--- config.mk ---
export PLATFORM = sky130hd
export DESIGN_NAME = trace_deformatter
export DESIGN_NICKNAME = d
export VERILOG_FILES = /design/src/rtl/tdf_pkg.sv /design/src/rtl/tdf_align.sv /design/src/rtl/tdf_frame.sv /design/src/rtl/tdf_walk.sv /design/src/rtl/trace_deformatter.sv
export SDC_FILE = /design/constraint.sdc
export NUM_CORES = 1
export LEC_CHECK = 0
export BUFFER_PORTS_ARGS = -buffer_cell sky130_fd_sc_hd__clkbuf_2
export CORE_ASPECT_RATIO = 0.75
export CORE_MARGIN = 1
export CORE_UTILIZATION = 25
export DETAILED_ROUTE_END_ITERATION = 6
export SKIP_LAST_GASP = 1
export SLEW_MARGIN = 40
export SYNTH_ARGS = -nofsm -noshare
export SYNTH_HDL_FRONTEND = slang
export SYNTH_HIERARCHICAL = 1
export SYNTH_SLANG_ARGS = --single-unit
export TNS_END_PERCENT = 100
--- constraint.sdc ---
create_clock -name clk -period 2.45 [get_ports clk]
set_clock_uncertainty 0.15 [all_clocks]
set_input_delay 0.49 -clock clk [delete_from_list [all_inputs] [get_ports clk]]
set_output_delay 0.49 -clock clk [all_outputs]
set_load 0.02 [all_outputs]
--- src/rtl/tdf_pkg.sv ---
package tdf_pkg;
    localparam int FRAME_BYTES = 16;
    localparam int ID_W        = 7;
    localparam int HOLD_BYTES  = 3;
    localparam logic [7:0] SYNC_HEAD = 8'hFF;
    localparam logic [7:0] SYNC_TAIL = 8'h7F;

    typedef enum logic [1:0] {
        W_IDLE = 2'd0,
        W_EVEN = 2'd1,
        W_ODD  = 2'd2
    } walk_state_e;
endpackage

--- src/rtl/tdf_align.sv ---
module tdf_align
    import tdf_pkg::*;
#(
    parameter int SKIP_W = 8
) (
    input  logic              clk,
    input  logic              rst_n,
    input  logic              in_valid,
    input  logic [7:0]        in_byte,
    input  logic [SKIP_W-1:0] skip_count,
    output logic              pop_valid,
    output logic [7:0]        pop_byte,
    output logic              sync_q
);
    localparam int CW = $clog2(HOLD_BYTES + 1);

    logic [SKIP_W-1:0]                skip_seen;
    logic [HOLD_BYTES-1:0][7:0]       hold;
    logic [CW-1:0]                    fill;
    logic                             skipping, take, head_ok, sync_hit;

    assign skipping = (skip_seen != skip_count);
    assign take     = in_valid && !skipping;

    always_comb begin
        head_ok = (fill == CW'(HOLD_BYTES));
        for (int i = 0; i < HOLD_BYTES; i++) begin
            if (hold[i] != SYNC_HEAD) head_ok = 1'b0;
        end
    end
    assign sync_hit = take && head_ok && (in_byte == SYNC_TAIL);

    always_ff @(posedge clk or negedge rst_n) begin
        if (!rst_n) begin
            skip_seen <= '0;
            hold      <= '0;
            fill      <= '0;
            pop_valid <= 1'b0;
            pop_byte  <= '0;
            sync_q    <= 1'b0;
        end else begin
            pop_valid <= 1'b0;
            sync_q    <= sync_hit;
            if (in_valid && skipping) skip_seen <= skip_seen + 1'b1;
            if (sync_hit) begin
                fill <= '0;
            end else if (take) begin
                if (fill == CW'(HOLD_BYTES)) begin
                    pop_valid <= 1'b1;
                    pop_byte  <= hold[HOLD_BYTES-1];
                end else begin
                    fill <= fill + 1'b1;
                end
                hold <= {hold[HOLD_BYTES-2:0], in_byte};
            end
        end
    end

    p_skip_drop_r2: assert property (@(posedge clk) disable iff (!rst_n)
        (in_valid && skipping) |=> !pop_valid);
    p_sync_no_pop_r4: assert property (@(posedge clk) disable iff (!rst_n)
        sync_hit |=> !pop_valid);
endmodule

--- src/rtl/tdf_frame.sv ---
module tdf_frame
    import tdf_pkg::*;
#(
    parameter int NB = FRAME_BYTES
) (
    input  logic                clk,
    input  logic                rst_n,
    input  logic                pop_valid,
    input  logic [7:0]          pop_byte,
    input  logic                sync_q,
    output logic                frm_valid,
    output logic [NB-1:0][7:0]  frm_data
);
    localparam int PW = $clog2(NB);

    logic [PW-1:0]           pos;
    logic [NB-2:0][7:0]      part;

    always_ff @(posedge clk or negedge rst_n) begin
        if (!rst_n) begin
            pos       <= '0;
            part      <= '0;
            frm_valid <= 1'b0;
            frm_data  <= '0;
        end else begin
            frm_valid <= 1'b0;
            if (sync_q) begin
                pos <= '0;
            end else if (pop_valid) begin
                if (pos == PW'(NB - 1)) begin
                    frm_valid <= 1'b1;
                    frm_data  <= {pop_byte, part};
                    pos       <= '0;
                end else begin
                    part[pos] <= pop_byte;
                    pos       <= pos + 1'b1;
                end
            end
        end
    end

    p_sync_restarts_r3: assert property (@(posedge clk) disable iff (!rst_n)
        sync_q |=> (pos == '0));
    p_frame_len_r5: assert property (@(posedge clk) disable iff (!rst_n)
        frm_valid |-> (pos == '0));
endmodule

--- src/rtl/tdf_walk.sv ---
module tdf_walk
    import tdf_pkg::*;
#(
    parameter int NB = FRAME_BYTES
) (
    input  logic                clk,
    input  logic                rst_n,
    input  logic                frm_valid,
    input  logic [NB-1:0][7:0]  frm_data,
    input  logic [ID_W-1:0]     stream_sel,
    output logic                out_valid,
    output logic [7:0]          out_byte,
    output logic [ID_W-1:0]     cur_id
);
    localparam int IW   = $clog2(NB);
    localparam int LAST = NB - 2;

    walk_state_e     st, st_nx;
    logic [IW-1:0]   idx;
    logic [7:0]      cur_b, aux;
    logic            aux_bit, is_id, match, pend;
    logic [ID_W-1:0] pend_id;

    assign cur_b   = frm_data[idx];
    assign aux     = frm_data[NB-1];
    assign aux_bit = aux[idx[IW-1:1]];
    assign is_id   = cur_b[0];
    assign match   = (cur_id == stream_sel) && (cur_id != '0);

    always_comb begin
        st_nx = st;
        unique case (st)
            W_IDLE:  if (frm_valid) st_nx = W_EVEN;
            W_EVEN:  st_nx = (idx == IW'(LAST)) ? W_IDLE : W_ODD;
            W_ODD:   st_nx = W_EVEN;
            default: st_nx = W_IDLE;
        endcase
    end

    always_ff @(posedge clk or negedge rst_n) begin
        if (!rst_n) begin
            st  <= W_IDLE;
            idx <= '0;
        end else begin
            st  <= st_nx;
            idx <= (st == W_IDLE) ? '0 : idx + 1'b1;
        end
    end

    always_ff @(posedge clk or negedge rst_n) begin
        if (!rst_n) begin
            out_valid <= 1'b0;
            out_byte  <= '0;
            cur_id    <= '0;
            pend      <= 1'b0;
            pend_id   <= '0;
        end else begin
            out_valid <= 1'b0;
            unique case (st)
                W_EVEN: begin
                    if (is_id) begin
                        if (aux_bit && idx != IW'(LAST)) begin
                            pend    <= 1'b1;
                            pend_id <= cur_b[7:1];
                        end else begin
                            cur_id <= cur_b[7:1];
                        end
                    end else if (match) begin
                        out_valid <= 1'b1;
                        out_byte  <= {cur_b[7:1], aux_bit};
                    end
                end
                W_ODD: begin
                    if (match) begin
                        out_valid <= 1'b1;
                        out_byte  <= cur_b;
                    end
                    if (pend) begin
                        cur_id <= pend_id;
                        pend   <= 1'b0;
                    end
                end
                default: ;
            endcase
        end
    end

    p_frame_when_idle_r5: assert property (@(posedge clk) disable iff (!rst_n)
        frm_valid |-> (st == W_IDLE));
    p_deferred_apply_r8: assert property (@(posedge clk) disable iff (!rst_n)
        (st == W_ODD && pend) |=> (cur_id == $past(pend_id)));
    p_emit_selected_r10: assert property (@(posedge clk) disable iff (!rst_n)
        out_valid |-> ($past(cur_id) == $past(stream_sel) && $past(cur_id) != '0));
endmodule

--- src/rtl/trace_deformatter.sv ---
module trace_deformatter
    import tdf_pkg::*;
#(
    parameter int SKIP_W = 8
) (
    input  logic              clk,
    input  logic              rst_n,
    input  logic              in_valid,
    input  logic [7:0]        in_byte,
    input  logic [SKIP_W-1:0] skip_count,
    input  logic [ID_W-1:0]   stream_sel,
    output logic              out_valid,
    output logic [7:0]        out_byte,
    output logic [ID_W-1:0]   cur_stream
);
    logic                          pop_valid, sync_q, frm_valid;
    logic [7:0]                    pop_byte;
    logic [FRAME_BYTES-1:0][7:0]   frm_data;

    tdf_align #(.SKIP_W(SKIP_W)) u_align (
        .clk(clk), .rst_n(rst_n), .in_valid(in_valid), .in_byte(in_byte),
        .skip_count(skip_count), .pop_valid(pop_valid), .pop_byte(pop_byte),
        .sync_q(sync_q)
    );

    tdf_frame #(.NB(FRAME_BYTES)) u_frame (
        .clk(clk), .rst_n(rst_n), .pop_valid(pop_valid), .pop_byte(pop_byte),
        .sync_q(sync_q), .frm_valid(frm_valid), .frm_data(frm_data)
    );

    tdf_walk #(.NB(FRAME_BYTES)) u_walk (
        .clk(clk), .rst_n(rst_n), .frm_valid(frm_valid), .frm_data(frm_data),
        .stream_sel(stream_sel), .out_valid(out_valid), .out_byte(out_byte),
        .cur_id(cur_stream)
    );

    p_reset_idle_r1: assert property (@(posedge clk) disable iff (!rst_n)
        $rose(rst_n) |-> (!out_valid && cur_stream == '0));
endmodule

# Word-level counts from Yosys, hierarchy flattened
# Cells that the tools add are included.
# totals
ff_bits,327
out_inout_bits,16
word_cells,142
# op_classes
n_addsub,4
magnitude_cmp,4
eq_ne,21
muxes,40
n_bitwise,3
n_reduce_logical,22
# ops
operator,count
120-bit bitwise mux,1
8-bit 2-to-1 mux,5
8-bit binary-select mux with 4-bit select,1
8-bit demux with 4-bit select,1
"8-bit inequality test, second input constant",3
7-bit 2-to-1 mux,3
4-bit 2-to-1 mux,4
8-bit one-hot mux with 2 select lines,1
3-bit AND reduction,5
1-bit 2-to-1 mux,14
7-bit one-hot mux with 2 select lines,1
"2-bit by 1-bit inequality test with 1-bit output, second input constant",6
"4-bit by 5-bit < comparator with 1-bit output, second input constant",2
2-bit 2-to-1 mux,5
"4-bit by 1-bit adder with 4-bit output, second input constant",2
"8-bit by 1-bit adder with 8-bit output, second input constant",1
"4-bit == test, second input constant",2
"8-bit by 7-bit == test with 1-bit output, second input constant",1
8-bit inequality test,1
4-bit AND reduction,2
7-bit == test,1
1-bit logical AND,7
7-bit nonzero test,1
"2-bit inequality test, second input constant",3
other kinds (14),21

# Logic depth before layout (Yosys ltp)
# logic_depth
word_depth,8
depth_mapped,8

# Cells and area by module
# The synthesis kept the hierarchy.
# modules_own_cells
module,instances,cells_per_inst,area_each_um2,seq_area_each_um2
tdf_frame,1,578,9794.4,6331.1
tdf_walk,1,183,2562.5,750.7
tdf_align,1,132,1983.2,1101.1

# Least setup slack after synthesis
# OpenSTA, ideal clock, no wires.
# synth_path
kind,register -> register
startpoint,reg u_walk.idx[1]
endpoint,reg u_walk.pend_id[0]
setup_time_ns,0.125
arrival_time_ns,2.208
required_ns,2.175
path_slack_ns,-0.032
path_stages_with_launch,7
n_path_buf,1
cell_sequence,dfrtp_1 buf_4 mux4_2 mux4_2 and3_1 nand2_2 mux2_2
# synth_between
elab_chain_len,4
# synth_rtl
element,line,rtl
"start, declared",tdf_walk.sv:19,logic [IW-1:0] idx;
"start signal, assigned",tdf_walk.sv:46,idx <= (st == W_IDLE) ? '0 : idx + 1'b1;
1-bit binary-select mux with 3-bit select,tdf_walk.sv:26,assign aux_bit = aux[idx[IW-1:1]];
1-bit 2-to-1 mux (not written as such),tdf_walk.sv:26,
1-bit logical AND,tdf_walk.sv:62,if (aux_bit && idx != IW'(LAST)) begin
3-bit AND reduction (no source line),--,
"end signal, assigned",tdf_walk.sv:64,pend_id <= cur_b[7:1];
"end, declared",tdf_walk.sv:22,logic [ID_W-1:0] pend_id;
# Several ways; a longest one is shown, not always the timed one. The select of a mux whose other input is x is not followed.
# A chain may end at the register's enable or synchronous reset.

# Worst setup path in the final report
# layout_path
startpoint,reg u_walk.idx[1]
endpoint,reg u_walk.out_byte[1]
# layout_between
elab_chain_len,5
# layout_rtl
element,line,rtl
8-bit binary-select mux with 4-bit select *,tdf_walk.sv:24,assign cur_b = frm_data[idx];
8-bit 2-to-1 mux (not written as such) *,tdf_walk.sv:24,
8-bit 2-to-1 mux,tdf_walk.sv:68,end else if (match) begin
8-bit 2-to-1 mux,tdf_walk.sv:61,if (is_id) begin
8-bit one-hot mux with 2 select lines,tdf_walk.sv:59,unique case (st)
"end signal, assigned",tdf_walk.sv:70,"out_byte <= {cur_b[7:1], aux_bit};"
"end signal, assigned",tdf_walk.sv:76,out_byte <= cur_b;
"end, declared",tdf_walk.sv:12,"output logic [7:0] out_byte,"
# Mark *: on every way between the ends. The rest lies on a longest branch, timed or not. The select of a mux whose other input is x is not followed.

==> impl_metrics.csv <==
group,metric,value,unit
logic_synthesis,synth_nets,930,
die,rows,75,
global_routing,track_usage,0.106,
pwr,p_per_area,672,mW/mm^2
pwr,finalPower,11.3,mW
clocking,cts_tree,"done",
pwr,p_sw,2.41,mW
pwr,sequentialPowerShare,0.498,
clocking,cts.root.buffer_cell,"clkbuf_16",
logic_synthesis,synth_top_family_by_area,"multiplexers",
setup_path,cpLargestDelayFamily,"multiplexers",
setup_path,arrival,2810,ps
setup_path,cp_common_cell,"mux4_2",
pwr,p_int,8.92,mW
clocking,htreeDepth,1,
setup_path,crit_required,2740,ps
global_routing,grt_max_degree,62,
logic_synthesis,synth-simple-area-share,0.0389,
die,die_x,279,um
sta,final.setup.worst_slack,-62.6,ps
die,die_h,209,um
clocking,cts_buffer_depth,3,
sta,max_slew_margin,0.442,
sta,hold_viol,0,
final_layout,syn2layout_area_growth,17.5,%
setup_path,end_kind,"flop",
logic_synthesis,synthXorXnorAreaFrac,0.0147,
pwr,comb_power_share,0.040,
drt,vias,7597,
place,place_area,0.0157,mm^2
logic_synthesis,synth-compound-area-share,0.0123,
sta,maxSlewViolCount,0,
setup_path,max_stage_delay,560,ps
logic_synthesis,yosysWarnings,6,
setup_path,cp.depth,6,
sta,fmaxAchievable,0.398,GHz
setup_path,r2r_cells,6,
setup_path,crit_path_start_kind,"flop",
flow_run,cap_violations,0,
clocking,numCtsBuffers,29,
clocking,clock_sinks,327,
final_layout,final_common_cell,"dfrtp_1",
logic_synthesis,syn-mean-instance-area,16.1,um^2
global_routing,overflow,0,
clocking,cts.clk_slew.worst_paths,70,ps
final_layout,nets,1018,
worst_hold_path,hold_class,"primary input to flop",
place,io_buffers,41,
setup_path,path_class,"flop to flop",
die,pin_count,42,
sta,rsz0062_at_grt,"yes",
pwr,clockPowerShare,0.462,
drt,first_iter_violations,490,
setup_path,path_buf_inv,1,
logic_synthesis,synth_cell_types,53,
global_routing,grt_pass1_wl,48.5,mm
logic_synthesis,synth_mux_area_frac,0.321,
drt,drtAntennaViolNets,0,
pwr,p_sw_frac,0.212,
final_layout,utilization,0.299,
logic_synthesis,async_reset_ff_frac,1.00,
die,placeableCoreArea,0.0563,mm^2
sta,min_period_over_period,1.03,
clocking,insertion_delay,560,ps
sta,worst_slew_pin_slew,836,ps
final_layout,ff_latch_area,0.00819,mm^2
sta,setup_viol,20,
global_routing,grt_pass1_vias,8032,
logic_synthesis,ys_ff_latch,327,
drt,via_per_inst,4.38,
place,pre_cts_slack,-115,ps
logic_synthesis,synth_edf_count,0,
logic_synthesis,syn_inst,893,
final_layout,layout_common_cells,"dfrtp_1 (323), mux2_2 (167), mux2_1 (117), buf_4 (46), clkbuf_2 (40)",
drt,drtPass1Iterations,4,
final_layout,drive_above_1_share,0.411,
pwr,power.leakage,8.28,nW
logic_synthesis,syn_area,0.0143,mm^2
sta,period_minus_slack,2510,ps
run_status,violations,"negative setup slack",
pwr,vdd.ir_drop.worst,0.525,mV
place,dp_hpwl,20.1,mm
run_status,outcome,"finished with violations",
final_layout,multi_input_area,0.00570,mm^2
final_layout,final.fill_count,5591,
die,fp.dieArea,0.0583,mm^2
setup_path,crit_path_max_fanout,7,
drt,wirelength,30.0,mm
setup_path,crit_path_top_delay_cell,"mux4_2",
drt,drc,0,
logic_synthesis,synth_flop_cell,"dfrtp_1",
logic_synthesis,ys_seq_area_frac,0.571,
logic_synthesis,synthAdderAreaFrac,0.00960,
global_routing,antenna_found_initial,1,
place,place.gp.congestion,0.748,
drt,wl_per_cell,17.3,um
sta,fin_hold_ws,31.0,ps
worst_hold_path,hold_depth,2,
setup_path,worstPathCellList,"buf_12 -> mux4_2 -> mux4_2 -> nor2_4 -> o21ai_4 -> mux2_4",
die,initial_utilization,0.255,
final_layout,design_area,0.0169,mm^2
-- flip-flops by register name, summed over array words and instances (netlist names) --
register	flops
u_frame/frm_data	128
u_frame/part	120
u_align/hold	24
u_align/pop_byte	8
u_align/skip_seen	8
u_walk/out_byte	8
u_walk/cur_id	7
u_walk/pend_id	7
u_frame/pos	4
u_walk/idx	4
u_align/fill	2
u_walk/st	2
u_align/pop_valid	1
u_align/sync_q	1
u_frame/frm_valid	1
u_walk/out_valid	1
u_walk/pend	1
-- area by class of cell --
class                   count  share of cell area
clock buffers              39              0.0512
inverters                  13             0.00290
clock inverters            14              0.0151
well taps                 731              0.0543
flip-flops and latches    327               0.486
repair buffers            104              0.0523
diodes                      2            0.000297
multi-input cells         506               0.338
-- path summary, 6_finish.rpt --
kind | from | slack [ps] | end
min reg2reg | u_frame/part[76] | 330 | u_frame/frm_data[76]
min | in_byte[7] | 30 | u_align/hold[7]
max reg2reg | u_walk/idx[1] | -60 | u_walk/out_byte[1]
max in group asynchronous | rst_n | 1090 | u_align/pop_byte[1]
min in group asynchronous | rst_n | 300 | u_frame/part[95]
max | u_walk/idx[1] | -60 | u_walk/out_byte[1]
-- synth_stat cells, drive strengths merged (9+ instances only) --
master    n  share of area
mux2    309           0.25
ha       11         0.0096
buf      35          0.026
nor2     16         0.0051
dfrtp   327           0.57
mux2i    24          0.017
mux4     35          0.055
clkbuf   12         0.0031
inv      13         0.0034
xor2     13         0.0079
nand3    12         0.0052
nand2     9         0.0025
nand4    15         0.0074
xnor2    11         0.0067
-- routing by layer --
| metal | up-vias | global-route usage | wire length, um |
|---|---|---|---|
| met5 | - | 0 | 0 |
| met4 | 0 | 0.0193 | 479 |
| met3 | 36 | 0.0177 | 822 |
| met2 | 94 | 0.145 | 12000 |
| met1 | 4041 | 0.171 | 16800 |
| li1 | 3426 | - | - |
-- per-stage QoR --
step	std cells	TNS, ps
after floorplan	893	0
after global placement	1678	-1500
after detailed placement	1678	-2170
after CTS	1734	-1090
after global routing	1734	-2420
final	1736	-1130
-- repair_timing --
| item | 4_1_cts | 5_1_grt |
|---|---|---|
| endpoints found under the setup margin | 22 | 22 |
| buffers inserted | 3 | 0 |
| pin swaps | 1 | 1 |
| resized for setup | 1 | 1 |
| hold buffers | 1 | 0 |
| endpoints found under the hold margin | 38 | 0 |
-- kinds of logic (layout without fill, tap and decap cells) --
logic type,count (synthesis),in the layout
muxes,368,368
DFF,327,327
and+or+nand+nor,83,83
buffers and inverters,60,170
xor gates and xnor gates,24,24
AOI/OAI and AO/OA,20,20
adders and majority gates,11,11
other,0,2
-- worst register-to-register path: cells and delay by family, from the launching register on --
| kind | cells | cell delay [ps] |
|---|---|---|
| muxes | 3 | 1400 |
| AOI/OAI and AO/OA | 1 | 140 |
| and+or+nand+nor | 1 | 190 |
| buffers and inverters | 1 | 130 |
| DFF | 1 | 390 |
-- power groups by stage --
stage | Sequential [mW] | Clock, mW | Combinational, mW
2_1_floorplan | 5.70 | 0 | 0.268
3_3_place_gp | 5.74 | 0 | 0.442
3_5_place_dp | 5.75 | 0 | 0.463
4_1_cts | 5.64 | 5.40 | 0.464
5_1_grt | 5.66 | 5.64 | 0.506
6_report | 5.64 | 5.23 | 0.448
Note: power is estimated with default switching activity, not from simulation.
